File: config.mk
export PLATFORM = sky130hd
export DESIGN_NAME = pipe_adc_corrector
export DESIGN_NICKNAME = d
export VERILOG_FILES = /design/src/rtl/pipe_adc_corrector_pkg.sv /design/src/rtl/pipe_adc_deskew.sv /design/src/rtl/pipe_adc_combine.sv /design/src/rtl/pipe_adc_outctl.sv /design/src/rtl/pipe_adc_corrector.sv
export SDC_FILE = /design/constraint.sdc
export NUM_CORES = 1
export LEC_CHECK = 0
export CAP_MARGIN = 20
export CORE_MARGIN = 2
export CORE_UTILIZATION = 40
export CTS_CLUSTER_SIZE = 25
export DETAILED_ROUTE_END_ITERATION = 10
export PLACE_DENSITY = 0.62
export SLEW_MARGIN = 20
export SYNTH_ARGS = -nofsm -noshare
export SYNTH_HDL_FRONTEND = slang
export SYNTH_SLANG_ARGS = --single-unit
File: constraint.sdc
create_clock -name clk -period 5.4 [get_ports clk]
set_input_delay 0.54 -clock clk [delete_from_list [all_inputs] [get_ports clk]]
set_output_delay 0.54 -clock clk [all_outputs]
set_load 0.1 [all_outputs]
File: src/rtl/pipe_adc_corrector_pkg.sv
`timescale 1ns/1ps
package pipe_adc_corrector_pkg;

    // Redundant three-level stage decision encodings
    localparam logic [1:0] RC_NEG  = 2'b00;
    localparam logic [1:0] RC_ZERO = 2'b01;
    localparam logic [1:0] RC_POS  = 2'b10;

    typedef enum logic {
        ST_FILL,
        ST_RUN
    } fill_state_e;

    // The unused encoding collapses to a zero decision
    function automatic logic [1:0] rc_clean(input logic [1:0] c);
        return (c == 2'b11) ? RC_ZERO : c;
    endfunction

endpackage

File: src/rtl/pipe_adc_deskew.sv
`timescale 1ns/1ps
module pipe_adc_deskew
    import pipe_adc_corrector_pkg::*;
#(
    parameter int NR = 6
) (
    input  logic            clk,
    input  logic            rst_n,
    input  logic [2*NR-1:0] st_in,
    input  logic [1:0]      fl_in,
    output logic [2*NR-1:0] st_al,
    output logic [1:0]      fl_al
);
    localparam int HALF = NR / 2;

    for (genvar k = 0; k < NR; k++) begin : g_stage
        if (k % 2 == 0) begin : g_rise
            // odd stage: rising-edge capture, delayed to the alignment edge
            localparam int D = 1 + HALF - k / 2;
            logic [1:0] chain [D];
            always_ff @(posedge clk or negedge rst_n) begin
                if (!rst_n) begin
                    for (int j = 0; j < D; j++) chain[j] <= RC_ZERO;
                end else begin
                    chain[0] <= rc_clean(st_in[2*k +: 2]);
                    for (int j = 1; j < D; j++) chain[j] <= chain[j-1];
                end
            end
            assign st_al[2*k +: 2] = chain[D-1];
        end else begin : g_fall
            // even stage: falling-edge capture, re-registered on rising edges
            localparam int D = 1 + HALF - (k + 1) / 2;
            logic [1:0] half_q;
            logic [1:0] chain [D];
            always_ff @(negedge clk or negedge rst_n) begin
                if (!rst_n) half_q <= RC_ZERO;
                else        half_q <= rc_clean(st_in[2*k +: 2]);
            end
            always_ff @(posedge clk or negedge rst_n) begin
                if (!rst_n) begin
                    for (int j = 0; j < D; j++) chain[j] <= RC_ZERO;
                end else begin
                    chain[0] <= half_q;
                    for (int j = 1; j < D; j++) chain[j] <= chain[j-1];
                end
            end
            assign st_al[2*k +: 2] = chain[D-1];
        end
    end

    // final flash resolves last, on the alignment edge itself
    always_ff @(posedge clk or negedge rst_n) begin
        if (!rst_n) fl_al <= '0;
        else        fl_al <= fl_in;
    end

endmodule

File: src/rtl/pipe_adc_combine.sv
`timescale 1ns/1ps
module pipe_adc_combine
    import pipe_adc_corrector_pkg::*;
#(
    parameter int OUT_W = 8
) (
    input  logic                    clk,
    input  logic                    rst_n,
    input  logic [2*(OUT_W-2)-1:0]  st_al,
    input  logic [1:0]              fl_al,
    output logic [OUT_W-1:0]        sum_q
);
    localparam int NR   = OUT_W - 2;
    localparam int SW   = OUT_W + 3;
    localparam int MID  = 2**(OUT_W-1) - 1;
    localparam int MAXV = 2**OUT_W - 1;

    logic signed [SW-1:0] acc;
    logic [OUT_W-1:0]     clamped;

    always_comb begin
        acc = $signed(SW'(MID)) + $signed(SW'(fl_al));
        for (int i = 0; i < NR; i++) begin
            case (st_al[2*i +: 2])
                RC_POS:  acc = acc + $signed(SW'(1) << (OUT_W - 2 - i));
                RC_NEG:  acc = acc - $signed(SW'(1) << (OUT_W - 2 - i));
                default: ;
            endcase
        end
        if (acc[SW-1])                      clamped = '0;
        else if (acc > $signed(SW'(MAXV)))  clamped = '1;
        else                                clamped = acc[OUT_W-1:0];
    end

    always_ff @(posedge clk or negedge rst_n) begin
        if (!rst_n) sum_q <= '0;
        else        sum_q <= clamped;
    end

endmodule

File: src/rtl/pipe_adc_outctl.sv
`timescale 1ns/1ps
module pipe_adc_outctl
    import pipe_adc_corrector_pkg::*;
#(
    parameter int OUT_W    = 8,
    parameter int FILL_CYC = 5
) (
    input  logic             clk,
    input  logic             rst_n,
    input  logic             out_en,
    input  logic [OUT_W-1:0] sum_q,
    output logic [OUT_W-1:0] dout,
    output logic             dout_en,
    output logic             dvalid
);
    localparam int CW = $clog2(FILL_CYC + 1);

    fill_state_e   state, nxt;
    logic [CW-1:0] cnt, cnt_nxt;

    always_comb begin
        nxt     = state;
        cnt_nxt = cnt;
        unique case (state)
            ST_FILL: begin
                if (cnt == CW'(FILL_CYC - 1)) nxt = ST_RUN;
                else                          cnt_nxt = cnt + 1'b1;
            end
            ST_RUN: ;
        endcase
    end

    // state register
    always_ff @(posedge clk or negedge rst_n) begin
        if (!rst_n) begin
            state <= ST_FILL;
            cnt   <= '0;
        end else begin
            state <= nxt;
            cnt   <= cnt_nxt;
        end
    end

    // output latch
    always_ff @(posedge clk or negedge rst_n) begin
        if (!rst_n) begin
            dout    <= '0;
            dout_en <= 1'b0;
            dvalid  <= 1'b0;
        end else begin
            dout    <= out_en ? sum_q : '0;
            dout_en <= out_en;
            dvalid  <= out_en && (state == ST_RUN);
        end
    end

endmodule

File: src/rtl/pipe_adc_corrector.sv
`timescale 1ns/1ps
module pipe_adc_corrector #(
    parameter int OUT_W = 8
) (
    input  logic                   clk,
    input  logic                   rst_n,
    input  logic [2*OUT_W-5:0]     stage_code,
    input  logic [1:0]             flash_code,
    input  logic                   out_en,
    output logic [OUT_W-1:0]       dout,
    output logic                   dout_en,
    output logic                   dvalid
);
    localparam int NR       = OUT_W - 2;
    localparam int FILL_CYC = NR / 2 + 2;

    logic [2*NR-1:0]  al_codes;
    logic [1:0]       al_flash;
    logic [OUT_W-1:0] sum_q;

    pipe_adc_deskew #(.NR(NR)) deskew_i (
        .clk   (clk),
        .rst_n (rst_n),
        .st_in (stage_code),
        .fl_in (flash_code),
        .st_al (al_codes),
        .fl_al (al_flash)
    );

    pipe_adc_combine #(.OUT_W(OUT_W)) combine_i (
        .clk   (clk),
        .rst_n (rst_n),
        .st_al (al_codes),
        .fl_al (al_flash),
        .sum_q (sum_q)
    );

    pipe_adc_outctl #(.OUT_W(OUT_W), .FILL_CYC(FILL_CYC)) outctl_i (
        .clk     (clk),
        .rst_n   (rst_n),
        .out_en  (out_en),
        .sum_q   (sum_q),
        .dout    (dout),
        .dout_en (dout_en),
        .dvalid  (dvalid)
    );

endmodule

# After elaboration in Yosys (flattened, before gate mapping)
# Index checks and enable logic that the tools add are counted.
# Widths: inputs -> output; s select.
[word_totals]
ff_bits = 60
input_bits = 17
out_inout_bits = 10
word_cells = 80
[classes]
n_addsub = 14
n_lt_le_gt_ge = 1
n_eq_ne = 13
mux = 17
bitwise_logic = 2
reduce_logical = 8
[op_table]
columns = ["cell", "n"]
rows = [
  ["$pmux 11 s2", 6],
  ["$eq 2x2->1 const B", 12],
  ["$mux 8", 3],
  ["$logic_not 2->1", 6],
  ["$mux 2", 6],
  ["$add 11x3->11 const B", 1],
  ["$add 11x4->11 const B", 1],
  ["$add 11x5->11 const B", 1],
  ["$add 11x6->11 const B", 1],
  ["$add 11x7->11 const B", 1],
  ["$add 11x8->11 const B", 1],
  ["$gt 11x9->1 const B", 1],
  ["$sub 11x3->11 const B", 1],
  ["$sub 11x4->11 const B", 1],
  ["$sub 11x5->11 const B", 1],
  ["$sub 11x6->11 const B", 1],
  ["$sub 11x7->11 const B", 1],
  ["$sub 11x8->11 const B", 1],
  ["$add 7x2->8 const A", 1],
  ["$add 3x1->3 const B", 1],
  ["$eq 3x3->1 const B", 1],
  ["$mux 1", 2],
  ["$not 1->1", 2],
  ["$reduce_and 2->1", 1],
  ["$logic_and 1x1->1", 1],
]

# Logic depth before layout (Yosys ltp)
[depth]
ltp_word = 16
depth_mapped = 27
ltp_nobuf = 26

# Cells and area by module
# A second synthesis with hierarchy kept.
[unflattened]
hier_cells = 332
area_unflattened_um2 = 3443.3
[modules_own_cells]
columns = ["module", "instances", "cells_per_inst", "area_per_inst_um2", "seq_area_each_um2"]
rows = [
  ["pipe_adc_combine", 1, 237, 1831.8, 200.2],
  ["pipe_adc_deskew", 1, 61, 1112.3, 973.4],
  ["pipe_adc_outctl", 1, 34, 499.2, 350.3],
]

==> results.txt <==
Xor and xnor area share after synthesis: 7.82%
Sequential cell area: 1520 um^2
YS warnings: 0
Dpl ws: -134 ps
Synth Flop Type: dfrtp_1
Crit end category: flip-flop
Skew-Pair Late Insertion Delay: 370 ps
CTS sink count: 60
Final period util: 101%
Core Area: 8180 um^2
Fraction of the mapped netlist area in adder cells: 11.4%
Root Driver: clkbuf_8
Initial antenna violation count: 0
Reg2Reg Depth: 26
Setup crit end: combine_i.sum_q[4]$_DFF_PN0_
Syn_nets: 360
Placer congestion estimate: 0.913
Post-Synth Simple-Gate Area: 13.1%
Critical-path top delay cell: a2111oi_2
Area Growth Syn to Fin: 30.3%
Multi-input logic area: 1930 um^2
CTS Buf Count: 9
Delay-heaviest family, CP: compound AO/OA/AOI/OAI gates
Critical Path RT: 5610 ps
Register area share after synthesis: 45.6%
Ports: 27
Worst reg2reg path startpoint: deskew_i.fl_al[0]$_DFF_PN0_
Levels on crit path: 26
Cell Pwr Density: 418 nW/um^2
WL final: 6520 um
Buf/Inv on CP: 2
Cell area after synthesis: 3340 um^2
Total gr overflow: 0
Max-slew headroom: 35.1%
Failing checks: negative setup slack
Rows: 33
Max-Cap Viols: 0
DRT Pass-1 Iters: 4
Port Buffer Count: 26
HP Class: in -> async
Worst Hold Slack: 271 ps
Status: complete, but fails checks
Hold Violations, Final: 0
Slew @ Worst Pin: 970 ps
Dominant combinational cell family by area after synthesis: compound AO/OA/AOI/OAI gates
Clk pin slew, worst setup/hold paths: 70 ps
Full die area: 9110 um^2
Compound-Gate Fraction of Synth Area: 14.1%
Fill count: 716
Vias in the first global route: 2427
Async SR Flop Fraction: 100%
Placed Cells: 453
TritonCTS clock tree: yes
Mux contribution to synthesized area: 4.49%
Critical path type: reg -> reg
Final ANT Viol Nets: 0
Max Clock Freq: 184 MHz
Final std cells w/o fill: 481
R2R setup slack: -30 ps
Crit path launch: deskew_i.fl_al[0]$_DFF_PN0_
# DRC: 0
Die span in y: 95.4 um
Final setup vio count: 8
Largest net degree at the start of global routing: 37
Final Max Tran Viols: 0
H-tree depth: 3
Worst EP arrival: 5640 ps
Clock Tree Buf Depth: 2
RSZ-0062 raised after global routing: true
Wire length per cell after detailed routing: 13.6 um
Ant. Diodes: 0
Worst R2R End: combine_i.sum_q[4]$_DFF_PN0_
Hold-fix buffers at CTS: 0
Crit-path max FO: 8
Final HPWL DP: 4540 um
Cell variety after synth: 49
Worst setup margin: -31.1 ps
Via density: 5.10
DRT iter0 DRCs: 126
Cells after Synth: 313
Number of synthesized flops with an enable pin: 0
Starting Density: 40.9%
Top cell by count, worst path: ha_4
Avg Cell Area, Syn: 10.7 um^2
Number of nets in the layout: 418
Share of layout cells above drive strength 1: 30.1%
Worst VDD drop: 0.412 mV
P_leak: 1.88 nW
Via count: 2455
Setup Skew: 48.0 ps
Seq cells post-synth: 60
Pwr Total: 1.82 mW
Crit path time final: 5430 ps
Crit start category: flip-flop
Total track usage: 15.5%
Highest cell delay on the worst timing path: 460 ps
First-pass GRT wire length: 10800 um
Die W: 95.4 um
[how the worst min path moves through the flow]
stage          slack [ps]                                             to  cells past startpoint                                          start
2_1_floorplan         240                   combine_i.sum_q[0]$_DFF_PN0_                      0                                          rst_n
3_3_place_gp          330                    deskew_i.st_al[5]$_DFF_PN0_                      0  deskew_i.g_stage[2].g_rise.chain[3]$_DFF_PN0_
3_5_place_dp          340                    deskew_i.st_al[7]$_DFF_PN0_                      0  deskew_i.g_stage[3].g_fall.chain[3]$_DFF_PN0_
4_1_cts               280  deskew_i.g_stage[2].g_rise.chain[3]$_DFF_PN0_                      1                                          rst_n
5_1_grt               330                    deskew_i.st_al[5]$_DFF_PN0_                      1                                          rst_n
6_report              270                    deskew_i.st_al[5]$_DFF_PN0_                      1                                          rst_n
[cell usage in the layout (no fill, tap or decap), drive strengths merged, types with 6 or more instances in the layout]
cell type,instances
a21o,6
xor2,11
clkdlybuf4s50,25
nand2,16
clkbuf,10
mux2i,6
mux2,8
and2,9
dfstp,18
inv,14
dfrtp,39
buf,33
o21ai,17
xnor2,18
nor3,6
nor2b,14
a21oi,25
nor2,19
ha,29
[per-stage QoR]
step | TNS, ps | cell area (um^2) | utilization, %
finish | -130 | 4360 | 53.3
global route | -2150 | 4360 | 53.3
CTS | 0 | 4110 | 50.2
detailed placement | -954 | 3830 | 46.8
global placement | -892 | 3830 | 46.8
floorplan | 0 | 3340 | -
[state kept, by name, summed over array words and instances (netlist names)]
name                            count
combine_i.sum_q                     8
deskew_i.fl_al                      2
deskew_i.g_stage.g_fall.chain       8
deskew_i.g_stage.g_fall.half_q      6
deskew_i.g_stage.g_rise.chain      12
deskew_i.st_al                     10
outctl_i.cnt                        3
outctl_i.dout                       8
outctl_i.dout_en                    1
outctl_i.dvalid                     1
outctl_i.state                      1
[report_power, final]
group          internal [mW]  switching [mW]
registers              0.518          0.0194
logic                  0.378           0.473
clock network          0.263           0.172
[cells in the mapped netlist, types with 2 or more instances]
cell type  count  area, um^2
a211oi_1       4        30.0
a21o_1         6        45.0
a21oi_1       24         120
a311o_1        2        20.0
and2_1         9        56.3
buf_2          2        10.0
buf_6          2        22.5
clkbuf_1       9        33.8
dfrtn_1        3        75.1
dfrtp_1       39         976
dfstp_2       18         473
ha_1          29         363
inv_1         12        45.0
mux2_2         8        90.1
mux2i_1        6        60.1
nand2_1       16        60.1
nand2b_1       2        12.5
nand3_1        2        10.0
nand3b_1       2        15.0
nor2_1        18        67.6
nor2b_1       14        87.6
nor3_1         6        30.0
nor3b_1        3        22.5
nor4b_1        2        17.5
o211ai_1       4        30.0
o21a_1         4        30.0
o21ai_0       16        80.1
or3_1          4        25.0
xnor2_1       17         149
xor2_1        11        96.3
[repair_timing]
action,in CTS,in global routing
gates resized for setup,6,38
pin swaps,5,23
setup endpoints to repair,8,8
buffers inserted,2,8
[metal layers]
layer | vias to the layer above | routed length, um | global-route usage (%)
li1 | 1218 | - | -
met5 | - | 0 | 0
met3 | 11 | 196 | 3.56
met2 | 44 | 3280 | 25.1
met1 | 1182 | 2950 | 20.1
met4 | 0 | 94 | 5.83
[layout make-up]
class | instances | share of cell area (%)
repair buffers | 58 | 11.6
flip-flops and latches | 60 | 35.0
well taps | 105 | 3.01
clock buffers | 10 | 2.93
inverters | 11 | 0.947
clock inverters | 9 | 2.30
multi-input cells | 228 | 44.2
[cells by family after synthesis]
family / Yosys count
AO/OA/AOI/OAI: 72
adder cells (fa/ha/maj): 30
AND/OR/NAND/NOR: 82
multiplexers: 14
flip-flops: 60
XOR/XNOR: 29
other: 1
buffers and inverters: 25
Note: power is estimated with default switching activity, not from simulation.
